`src/rtl/cps_pkg.sv`:
```
package cps_pkg;

  typedef enum logic [1:0] {
    TX_IDLE = 2'd0,
    TX_SYNC = 2'd1,
    TX_DATA = 2'd2
  } tx_state_t;

  typedef enum logic {
    RX_HUNT = 1'b0,
    RX_BITS = 1'b1
  } rx_state_t;

  // Divide ratio selected by a divider code: 2^code.
  function automatic int unsigned ratio_of(input int unsigned code);
    return 32'd1 << code;
  endfunction

endpackage

```
`src/rtl/cps_clkgen.sv`:
```
module cps_clkgen import cps_pkg::*; #(
  parameter int CODE_W = 2
) (
  input  logic              clk,
  input  logic              rst_n,
  input  logic              en,
  input  logic [CODE_W-1:0] mdiv_code,
  input  logic [CODE_W-1:0] sdiv_code,
  output logic              sclk,
  output logic              rise_evt,
  output logic              fall_evt
);
  localparam int MAX_LOG = (1 << CODE_W) - 1;
  localparam int CNT_W   = (MAX_LOG < 1) ? 1 : MAX_LOG;

  logic [CNT_W-1:0] m_cnt, s_cnt, m_lim, s_lim;
  logic             m_tick, half_tick, sclk_q;

  assign m_lim     = CNT_W'(ratio_of(32'(mdiv_code)) - 32'd1);
  assign s_lim     = CNT_W'(ratio_of(32'(sdiv_code)) - 32'd1);
  assign m_tick    = en && (m_cnt >= m_lim);
  assign half_tick = m_tick && (s_cnt >= s_lim);
  assign rise_evt  = half_tick && !sclk_q;
  assign fall_evt  = half_tick && sclk_q;
  assign sclk      = sclk_q;

  always_ff @(posedge clk or negedge rst_n) begin
    if (!rst_n) begin
      m_cnt  <= '0;
      s_cnt  <= '0;
      sclk_q <= 1'b0;
    end else if (!en) begin
      m_cnt  <= '0;
      s_cnt  <= '0;
      sclk_q <= 1'b0;
    end else begin
      m_cnt <= m_tick ? '0 : m_cnt + 1'b1;
      if (m_tick) s_cnt <= half_tick ? '0 : s_cnt + 1'b1;
      if (half_tick) sclk_q <= ~sclk_q;
    end
  end

  a_r1_sclk_on_tick: assert property (@(posedge clk) disable iff (!rst_n)
    (en && !half_tick) |=> $stable(sclk_q))
    else $error("R1: sclk moved without a divider tick");

endmodule

```
`src/rtl/cps_tx.sv`:
```
module cps_tx import cps_pkg::*; #(
  parameter int WORD_W = 16
) (
  input  logic              clk,
  input  logic              rst_n,
  input  logic              en,
  input  logic              rise_evt,
  input  logic              tx_load,
  input  logic [WORD_W-1:0] tx_word,
  output logic              tx_ready,
  output logic              sdo,
  output logic              sdo_oe,
  output logic              sfs
);
  localparam int BIT_W = $clog2(WORD_W);

  tx_state_t         state;
  logic [WORD_W-1:0] hold_q, shreg;
  logic              hold_v, fs_q, oe_q, take, last_bit;
  logic [BIT_W-1:0]  bit_cnt;

  assign last_bit = (state == TX_DATA) && (bit_cnt == '0);
  assign take     = rise_evt && hold_v && ((state == TX_IDLE) || last_bit);
  assign tx_ready = !hold_v;
  assign sdo      = oe_q & shreg[WORD_W-1];
  assign sdo_oe   = oe_q;
  assign sfs      = fs_q;

  always_ff @(posedge clk or negedge rst_n) begin
    if (!rst_n) begin
      hold_q  <= '0;
      hold_v  <= 1'b0;
      shreg   <= '0;
      state   <= TX_IDLE;
      fs_q    <= 1'b0;
      oe_q    <= 1'b0;
      bit_cnt <= '0;
    end else begin
      if (take) hold_v <= 1'b0;
      if (tx_load) begin
        hold_q <= tx_word;
        hold_v <= 1'b1;
      end
      if (!en) begin
        state   <= TX_IDLE;
        fs_q    <= 1'b0;
        oe_q    <= 1'b0;
        bit_cnt <= '0;
      end else if (rise_evt) begin
        if (take) begin
          shreg <= hold_q;
          state <= TX_SYNC;
          fs_q  <= 1'b1;
          oe_q  <= 1'b0;
        end else begin
          case (state)
            TX_SYNC: begin
              state   <= TX_DATA;
              fs_q    <= 1'b0;
              oe_q    <= 1'b1;
              bit_cnt <= BIT_W'(WORD_W - 1);
            end
            TX_DATA: begin
              if (last_bit) begin
                state <= TX_IDLE;
                oe_q  <= 1'b0;
              end else begin
                bit_cnt <= bit_cnt - 1'b1;
                shreg   <= {shreg[WORD_W-2:0], 1'b0};
              end
            end
            default: state <= TX_IDLE;
          endcase
        end
      end
    end
  end

  a_r2_fs_single: assert property (@(posedge clk) disable iff (!rst_n)
    (en && fs_q && rise_evt) |=> (!fs_q && oe_q))
    else $error("R2: frame sync not followed by data");

  a_r3_out_on_rise: assert property (@(posedge clk) disable iff (!rst_n)
    (en && !rise_evt) |=> ($stable(oe_q) && $stable(sdo) && $stable(fs_q)))
    else $error("R3: serial output moved off a rising event");

  a_r5_hold_kept: assert property (@(posedge clk) disable iff (!rst_n)
    (hold_v && !take && !tx_load) |=> (hold_v && $stable(hold_q)))
    else $error("R5: held word lost");

  a_r7_hold_off: assert property (@(posedge clk) disable iff (!rst_n)
    (!en && hold_v && !tx_load) |=> hold_v)
    else $error("R7: held word lost while disabled");

endmodule

```
`src/rtl/cps_rx.sv`:
```
module cps_rx import cps_pkg::*; #(
  parameter int WORD_W = 16
) (
  input  logic              clk,
  input  logic              rst_n,
  input  logic              en,
  input  logic              fall_evt,
  input  logic              sdi,
  input  logic              sdifs,
  output logic [WORD_W-1:0] rx_word,
  output logic              rx_valid
);
  localparam int BIT_W = $clog2(WORD_W);

  rx_state_t         state;
  logic [WORD_W-2:0] shreg;
  logic [BIT_W-1:0]  cnt;

  always_ff @(posedge clk or negedge rst_n) begin
    if (!rst_n) begin
      state    <= RX_HUNT;
      shreg    <= '0;
      cnt      <= '0;
      rx_word  <= '0;
      rx_valid <= 1'b0;
    end else if (!en) begin
      state    <= RX_HUNT;
      cnt      <= '0;
      rx_valid <= 1'b0;
    end else begin
      rx_valid <= 1'b0;
      if (fall_evt) begin
        case (state)
          RX_HUNT: if (sdifs) begin
            state <= RX_BITS;
            cnt   <= BIT_W'(WORD_W - 1);
          end
          RX_BITS: begin
            shreg <= {shreg[WORD_W-3:0], sdi};
            if (cnt == '0) begin
              rx_word  <= {shreg, sdi};
              rx_valid <= 1'b1;
              state    <= RX_HUNT;
            end else begin
              cnt <= cnt - 1'b1;
            end
          end
          default: state <= RX_HUNT;
        endcase
      end
    end
  end

  a_r4_valid_pulse: assert property (@(posedge clk) disable iff (!rst_n)
    rx_valid |=> !rx_valid)
    else $error("R4: receive strobe longer than one cycle");

  a_r4_word_on_fall: assert property (@(posedge clk) disable iff (!rst_n)
    !fall_evt |=> $stable(rx_word))
    else $error("R4: received word moved off a falling event");

endmodule

```
`src/rtl/cps_port.sv`:
```
module cps_port import cps_pkg::*; #(
  parameter int WORD_W = 16,
  parameter int CODE_W = 2
) (
  input  logic              mclk,
  input  logic              rst_n,
  input  logic              port_en,
  input  logic [CODE_W-1:0] mdiv_code,
  input  logic [CODE_W-1:0] sdiv_code,
  input  logic [WORD_W-1:0] tx_word,
  input  logic              tx_load,
  output logic              tx_ready,
  input  logic              sdi,
  input  logic              sdifs,
  output logic              sclk,
  output logic              sdo,
  output logic              sdo_oe,
  output logic              sfs,
  output logic              sfs_oe,
  output logic [WORD_W-1:0] rx_word,
  output logic              rx_valid
);
  logic en_meta, en_s;
  logic rise_evt, fall_evt;

  always_ff @(posedge mclk or negedge rst_n) begin
    if (!rst_n) begin
      en_meta <= 1'b0;
      en_s    <= 1'b0;
    end else begin
      en_meta <= port_en;
      en_s    <= en_meta;
    end
  end

  assign sfs_oe = en_s;

  cps_clkgen #(.CODE_W(CODE_W)) u_clk (
    .clk(mclk), .rst_n(rst_n), .en(en_s),
    .mdiv_code(mdiv_code), .sdiv_code(sdiv_code),
    .sclk(sclk), .rise_evt(rise_evt), .fall_evt(fall_evt)
  );

  cps_tx #(.WORD_W(WORD_W)) u_tx (
    .clk(mclk), .rst_n(rst_n), .en(en_s), .rise_evt(rise_evt),
    .tx_load(tx_load), .tx_word(tx_word), .tx_ready(tx_ready),
    .sdo(sdo), .sdo_oe(sdo_oe), .sfs(sfs)
  );

  cps_rx #(.WORD_W(WORD_W)) u_rx (
    .clk(mclk), .rst_n(rst_n), .en(en_s), .fall_evt(fall_evt),
    .sdi(sdi), .sdifs(sdifs), .rx_word(rx_word), .rx_valid(rx_valid)
  );

  a_r6_quiet_off: assert property (@(posedge mclk) disable iff (!rst_n)
    !en_s |=> (!sclk && !sdo_oe && !sfs && !rx_valid))
    else $error("R6: port active while disabled");

  a_r6_no_edges_off: assert property (@(posedge mclk) disable iff (!rst_n)
    !en_s |-> (!rise_evt && !fall_evt))
    else $error("R6: serial clock event while disabled");

endmodule

```
`config.mk`:
```
export PLATFORM = sky130hd
export DESIGN_NAME = cps_port
export DESIGN_NICKNAME = d
export VERILOG_FILES = /design/src/rtl/cps_pkg.sv /design/src/rtl/cps_clkgen.sv /design/src/rtl/cps_tx.sv /design/src/rtl/cps_rx.sv /design/src/rtl/cps_port.sv
export SDC_FILE = /design/constraint.sdc
export NUM_CORES = 1
export LEC_CHECK = 0
export ABC_AREA = 1
export ABC_CLOCK_PERIOD_IN_PS = 2150
export CAP_MARGIN = 30
export CORE_MARGIN = 4
export CORE_UTILIZATION = 26
export CTS_CLUSTER_DIAMETER = 40
export CTS_CLUSTER_SIZE = 30
export DETAILED_ROUTE_END_ITERATION = 16
export DONT_BUFFER_PORTS = 1
export HOLD_SLACK_MARGIN = 0.15
export PLACE_DENSITY = 0.4
export SYNTH_ARGS = -nofsm -noshare
export SYNTH_HDL_FRONTEND = slang
export SYNTH_SLANG_ARGS = --single-unit
```
`constraint.sdc`:
```
create_clock -name mclk -period 2.15 [get_ports mclk]
set_input_delay 0.3225 -clock mclk [delete_from_list [all_inputs] [get_ports mclk]]
set_output_delay 0.3225 -clock mclk [all_outputs]
set_load 0.02 [all_outputs]
```
# Word level (Yosys, flattened, before mapping)
# Index checks and enable logic that the tools add are counted.
# classes
n_mul,0
eq_ne,15
bitwise_logic,3
order_cmp,2
muxes,45
div_mod_pow,0
addsub,6
reduce_logical,23
n_shift,2
# op_table
op,count
16-bit 2-to-1 mux,3
4-bit 2-to-1 mux,8
1-bit 2-to-1 mux,20
4-bit one-hot mux with 2 select lines,2
3-bit 2-to-1 mux,5
4-bit AND reduction,3
2-bit by 1-bit != test with 1-bit output (second input constant),5
3-bit != test (second input constant),3
3-bit AND reduction,3
4-bit logical NOT,2
2-bit 2-to-1 mux,4
4-bit by 1-bit subtractor with 4-bit output (second input constant),2
1-bit logical AND,7
3-bit by 1-bit adder with 3-bit output (second input constant),2
3-bit >= comparator,2
3-bit by 1-bit != test with 1-bit output (second input constant),2
1-bit by 2-bit left shift with 3-bit output (first input constant),2
3-bit by 1-bit subtractor with 3-bit output (second input constant),2
4-bit by 1-bit != test with 1-bit output (second input constant),1
4-bit by 2-bit != test with 1-bit output (second input constant),1
1-bit one-hot mux with 2 select lines,2
2-bit one-hot mux with 2 select lines,1
2-bit AND reduction,2
2-bit nonzero test,2
8 further kinds,10
# totals
romBits,0
word_cells,113
n_memories,0
latchBits,0
register_bits,87
ramBits,0
out_inout_bits,23
input_bits,26

# Longest topological paths before layout
# logic_depth
ltp_word,11
mapped_depth,13
depth_no_buf,13

# Hierarchy
# From an unflattened synthesis, not the netlist that was laid out.
# unflattened
hier_cells,501
area_unflattened_um2,4244.1
# modules_own_cells
mod,area_each_um2,cells_per_inst,n_inst,seq_area_each_um2
cps_tx,2103.3,270,1,1026.0
cps_rx,1566.5,166,1,925.9
cps_clkgen,524.3,63,1,175.2
cps_port,50.0,2,1,50.0

# Worst setup path after synthesis
# Ideal clock, no wire load.
# synth_timing
path_type,input-to-reg
start,input mdiv_code[1]
end,register u_tx.shreg[5]
setup_time_ns,0.117
setup_slack_ns,0.300
path_buffers,1
arrival_time_ns,1.732
t_required_ns,2.033
stages,12
path_cell_list,or2_2 > ha_1 > inv_1 > nand2_1 > nand2_1 > nand2_2 > nand3_4 > nor2_8 > nand2_4 > clkbuf_1 > nand2_1 > nand2_1
# synth_via
elab_chain_len,10
word_cells_on_any_way,12
classes_between,add/sub: 1; order compare: 1; eq/ne: 1; shift: 1; mux: 1; reduce/logical: 7
# synth_lines
item,line_no,text
"start, declared",cps_port.sv:8,"input logic [CODE_W-1:0] mdiv_code,"
1-bit by 2-bit left shift with 3-bit output *,cps_pkg.sv:16,return 32'd1 << code;
3-bit by 1-bit subtractor with 3-bit output *,cps_clkgen.sv:19,assign m_lim = CNT_W'(ratio_of(32'(mdiv_code)) - 32'd1);
3-bit >= comparator *,cps_clkgen.sv:21,assign m_tick = en && (m_cnt >= m_lim);
1-bit logical AND *,cps_clkgen.sv:21,
1-bit logical AND *,cps_clkgen.sv:22,assign half_tick = m_tick && (s_cnt >= s_lim);
1-bit logical AND *,cps_clkgen.sv:23,assign rise_evt = half_tick && !sclk_q;
1-bit logical AND (2 in series),cps_tx.sv:23,assign take = rise_evt && hold_v && ((state == TX_IDLE) || last_bit);
2-bit by 1-bit != test with 1-bit output (no source line) or 2-bit nonzero test (tied branches),n/a,
4-bit AND reduction (no source line),n/a,
"end signal, assigned",cps_tx.sv:51,shreg <= hold_q;
"end signal, assigned",cps_tx.sv:69,"shreg <= {shreg[WORD_W-2:0], 1'b0};"
"end, declared",cps_tx.sv:18,"logic [WORD_W-1:0] hold_q, shreg;"
# Every way passes the cells marked *; elsewhere a longest branch is shown, timed or not.
# A chain may end at the register's enable or synchronous reset.

# Worst setup path in the final report
# layout_timing
start,register u_clk.m_cnt[0]
end,register u_tx.shreg[14]
# layout_via
elab_chain_len,8
word_cells_on_any_way,10
classes_between,order compare: 1; eq/ne: 1; mux: 1; reduce/logical: 7
# layout_lines
item,line_no,text
"start, declared",cps_clkgen.sv:16,"logic [CNT_W-1:0] m_cnt, s_cnt, m_lim, s_lim;"
"start signal, assigned",cps_clkgen.sv:37,m_cnt <= m_tick ? '0 : m_cnt + 1'b1;
3-bit >= comparator *,cps_clkgen.sv:21,
1-bit logical AND *,cps_clkgen.sv:21,
1-bit logical AND *,cps_clkgen.sv:22,
1-bit logical AND *,cps_clkgen.sv:23,
1-bit logical AND (2 in series),cps_tx.sv:23,
2-bit by 1-bit != test with 1-bit output (no source line) or 2-bit nonzero test (tied branches),n/a,
4-bit AND reduction (no source line),n/a,
# Marks and branches as above.

==> flow_metrics.env <==
export IMPL_cts_setup_buffers=0
export IMPL_grtUsageMet2_pct=15.9
export IMPL_violations="hold timing"
export IMPL_ys_types=36
export IMPL_clock_sinks=87
export IMPL_period_minus_slack_ns=1.87
export IMPL_pin_count=49
export IMPL_grt_antenna_before_repair=0
export IMPL_cp_end_kind="flip-flop"
export IMPL_crit_path_top_delay_cell="dfrtp_1"
export IMPL_area_sequential_sq_um=2180
export IMPL_p_leak_nw=2.32
export IMPL_synth_area_sq_um=4000
export IMPL_cpMostUsedCell="nand2_1"
export IMPL_core_sq_um=15100
export IMPL_clock_latency_ns=0.34
export IMPL_finalSetupTns_ns=0
export IMPL_crit_type="flip-flop to flip-flop"
export IMPL_finalCritPeriodShare_pct=87.1
export IMPL_first_global_vias=2928
export IMPL_slew_headroom_pct=42.4
export IMPL_drt_first_pass_iters=4
export IMPL_arrival_ns=2.15
export IMPL_synth_seq_cells=87
export IMPL_hold_violations=87
export IMPL_final_cell_mix="135 x nand2_1, 87 x dfrtp_1, 66 x inv_1, 38 x nand3_1, 35 x o21ai_1"
export IMPL_tightest_slew_ns=0.864
export IMPL_diodes=0
export IMPL_crit_fanout=14
export IMPL_busiest_layer="met2"
export IMPL_drive_gt1_share_pct=8.78
export IMPL_vias=2930
export IMPL_grt_max_degree=88
export IMPL_slowest_delay_ns=0.38
export IMPL_finalWeightedCongestion=0.748
export IMPL_rows=45
export IMPL_holdBufCountCts=19
export IMPL_die_y_um=132
export IMPL_drc=0
export IMPL_ant_nets=0
export IMPL_whs_ns=-0.329
export IMPL_clockBufferDepth=2
export IMPL_portBuffers=0
export IMPL_htree_levels=3
export IMPL_syn_num_nets=501
export IMPL_path_cells="inv_1 > ha_1 > inv_1 > nand2_1 > nand2_1 > nand2_2 > inv_2 > nor2_2 > nand3_4 > buf_12 > nand2_1 > nand3_1 > nand2_1"
export IMPL_yosys_warnings=0
export IMPL_wirelength_mm=8.19
export IMPL_met3_usage_pct=3.89
export IMPL_vias_per_cell=4.32
export IMPL_cts_tree="yes"
export IMPL_fp_dieW_um=132
export IMPL_drv_cap=0
export IMPL_grtUsageMet1_pct=13.1
export IMPL_crit_start="u_clk.m_cnt[0]"
export IMPL_ys_seq_area_share_pct=54.5
export IMPL_grt_remaining_overflow=0
export IMPL_start_kind="flip-flop"
export IMPL_min_path_type="primary input to asynchronous set/reset pin"
export IMPL_layout_commonest_cell="nand2_1"
export IMPL_vdd_drop_max_mv=0.584
export IMPL_fill_cells=1595
export IMPL_setup_violations=0
export IMPL_cts_buffers=9
export IMPL_fmax_mhz=534
export IMPL_hpwl_mm=5.45
export IMPL_syn_inst=464
export IMPL_fin_nets=522
export IMPL_fin_area_sq_um=4750
export IMPL_wire_per_inst_um=12.1
export IMPL_cp_required_ns=2.43
export IMPL_r2r_start="u_clk.m_cnt[0]"
export IMPL_multi_input_area_sq_um=1460
export IMPL_clk_pin_slew_ns=0.06
export IMPL_drtIter0Drc=146
export IMPL_rsz0062_at_grt="no"
export IMPL_grt_util_all_layers_pct=10.3
export IMPL_area_growth_pct=18.8
export IMPL_finClkSkew_ns=0.00581
export IMPL_grt_first_pass_wirelength_mm=14.6
export IMPL_cts_root_buffer="clkbuf_16"
export IMPL_status="finished, violations left"
export IMPL_start_util_pct=26.4
export IMPL_slew_viol_final=0
export IMPL_powerDensity_nw_per_um2=939
export IMPL_die_area_sq_um=17400
export IMPL_syn_avg_cell_area_sq_um=8.61
export IMPL_dpl_cell_area_sq_um=4240
## flip-flops by register name, indices dropped and copies added, names as in the netlist, 2 cells and up
register / count
u_rx.rx_word: 16
u_tx.hold_q: 16
u_tx.shreg: 16
u_rx.shreg: 15
u_rx.cnt: 4
u_tx.bit_cnt: 4
u_clk.m_cnt: 3
u_clk.s_cnt: 3
u_tx.state: 2
## metrics by stage
step	power, mW	utilization (%)	worst slack [ns]	instances	hold WS, ns
global route	4.80	31.3	0.0532	678	-0.360
detailed placement	2.84	28.0	0.0377	643	0.0306
floorplan	2.64	-	0.300	464	0.0269
global placement	2.83	28.0	0.0729	643	0.0317
CTS	4.56	31.3	0.196	678	-0.354
finish	4.46	31.3	0.278	678	-0.329
## metal layers
metal | vias up | part of all wire, %
met5 | - | 0
met1 | 1361 | 49
li1 | 1506 | -
met2 | 53 | 45
met3 | 10 | 5.3
met4 | 0 | 1.3
## cell families (layout without fill, tap and decap cells)
family                   Yosys count  in the layout  share of synthesized area, %
buffers and inverters             88            114                          9.21
AND/OR/NAND/NOR                  201            201                          22.6
multiplexers                       1              1                         0.282
AO/OA/AOI/OAI                     74             74                          9.52
flip-flops                        87             87                          54.5
XOR/XNOR                           2              2                         0.439
adder cells (fa/ha/maj)           11             11                          3.44
## synthesized netlist by cell type
library cell	instances	share of area, %
mux2_2	1	0.28
nor2_1	10	0.94
clkinv_2	1	0.13
inv_1	66	6.2
nand2_2	4	0.63
nor2_8	1	0.50
nor3_1	2	0.25
nor2_4	2	0.56
nand3_1	38	4.8
nand3_4	1	0.44
clkbuf_2	1	0.13
clkinv_1	1	0.094
nor4_1	1	0.16
nor2_2	1	0.16
buf_6	3	0.85
or2_2	2	0.31
ha_1	11	3.4
o21bai_1	1	0.19
xnor2_1	1	0.22
nand3_2	1	0.25
o21ai_1	35	4.4
nor4_4	1	0.53
nand2_1	135	13
o21ai_0	27	3.4
inv_2	3	0.28
o31a_1	1	0.22
nand2_4	1	0.28
o22ai_1	1	0.16
xor2_1	1	0.22
o211ai_1	1	0.19
a21oi_1	8	1.0
nand4_1	1	0.16
dfrtp_1	87	54
buf_4	1	0.19
clkbuf_1	5	0.47
buf_2	7	0.88
## layout make-up
| type | instances | share of cell area, % |
|---|---|---|
| timing repair buffer | 27 | 6.38 |
| sequential | 87 | 45.9 |
| tap | 188 | 4.96 |
| clock buffer | 10 | 5.03 |
| clock inverter | 6 | 1.42 |
| inverter | 71 | 5.64 |
| multi-input combinational | 289 | 30.7 |
## worst max-delay path, delay by kind of cell, from the launching register on
family | cells | cell delay [ns]
adder cells (fa/ha/maj) | 1 | 0.27
buffers and inverters | 4 | 0.35
flip-flops | 1 | 0.38
AND/OR/NAND/NOR | 8 | 0.79
## report_power, final
group | internal (mW) | leakage [nW] | switching (mW)
Combinational | 0.316 | 1.02 | 0.490
Sequential | 1.86 | 1.16 | 0.174
Clock | 0.938 | 0.145 | 0.676
Total | 3.12 | 2.32 | 1.34
## final timing paths
path | slack, ns | end | cells past startpoint
worst min register to register | 0.38 | sfs_oe | 0
min in group mclk | 0.29 | u_rx.cnt[1] | 4
max in group asynchronous | 2.34 | u_rx.rx_valid | 0
worst max register to register | 0.28 | u_tx.shreg[14] | 13
worst min-delay path | -0.33 | u_rx.cnt[3] | 0
worst max-delay path | 0.28 | u_tx.shreg[14] | 13
## timing repair
| action | in CTS | in global routing |
|---|---|---|
| resized for setup | 0 | 2 |
| hold endpoints to repair | 107 | 87 |
| setup endpoints to repair | 0 | 2 |
(Power assumes the default switching activity.)
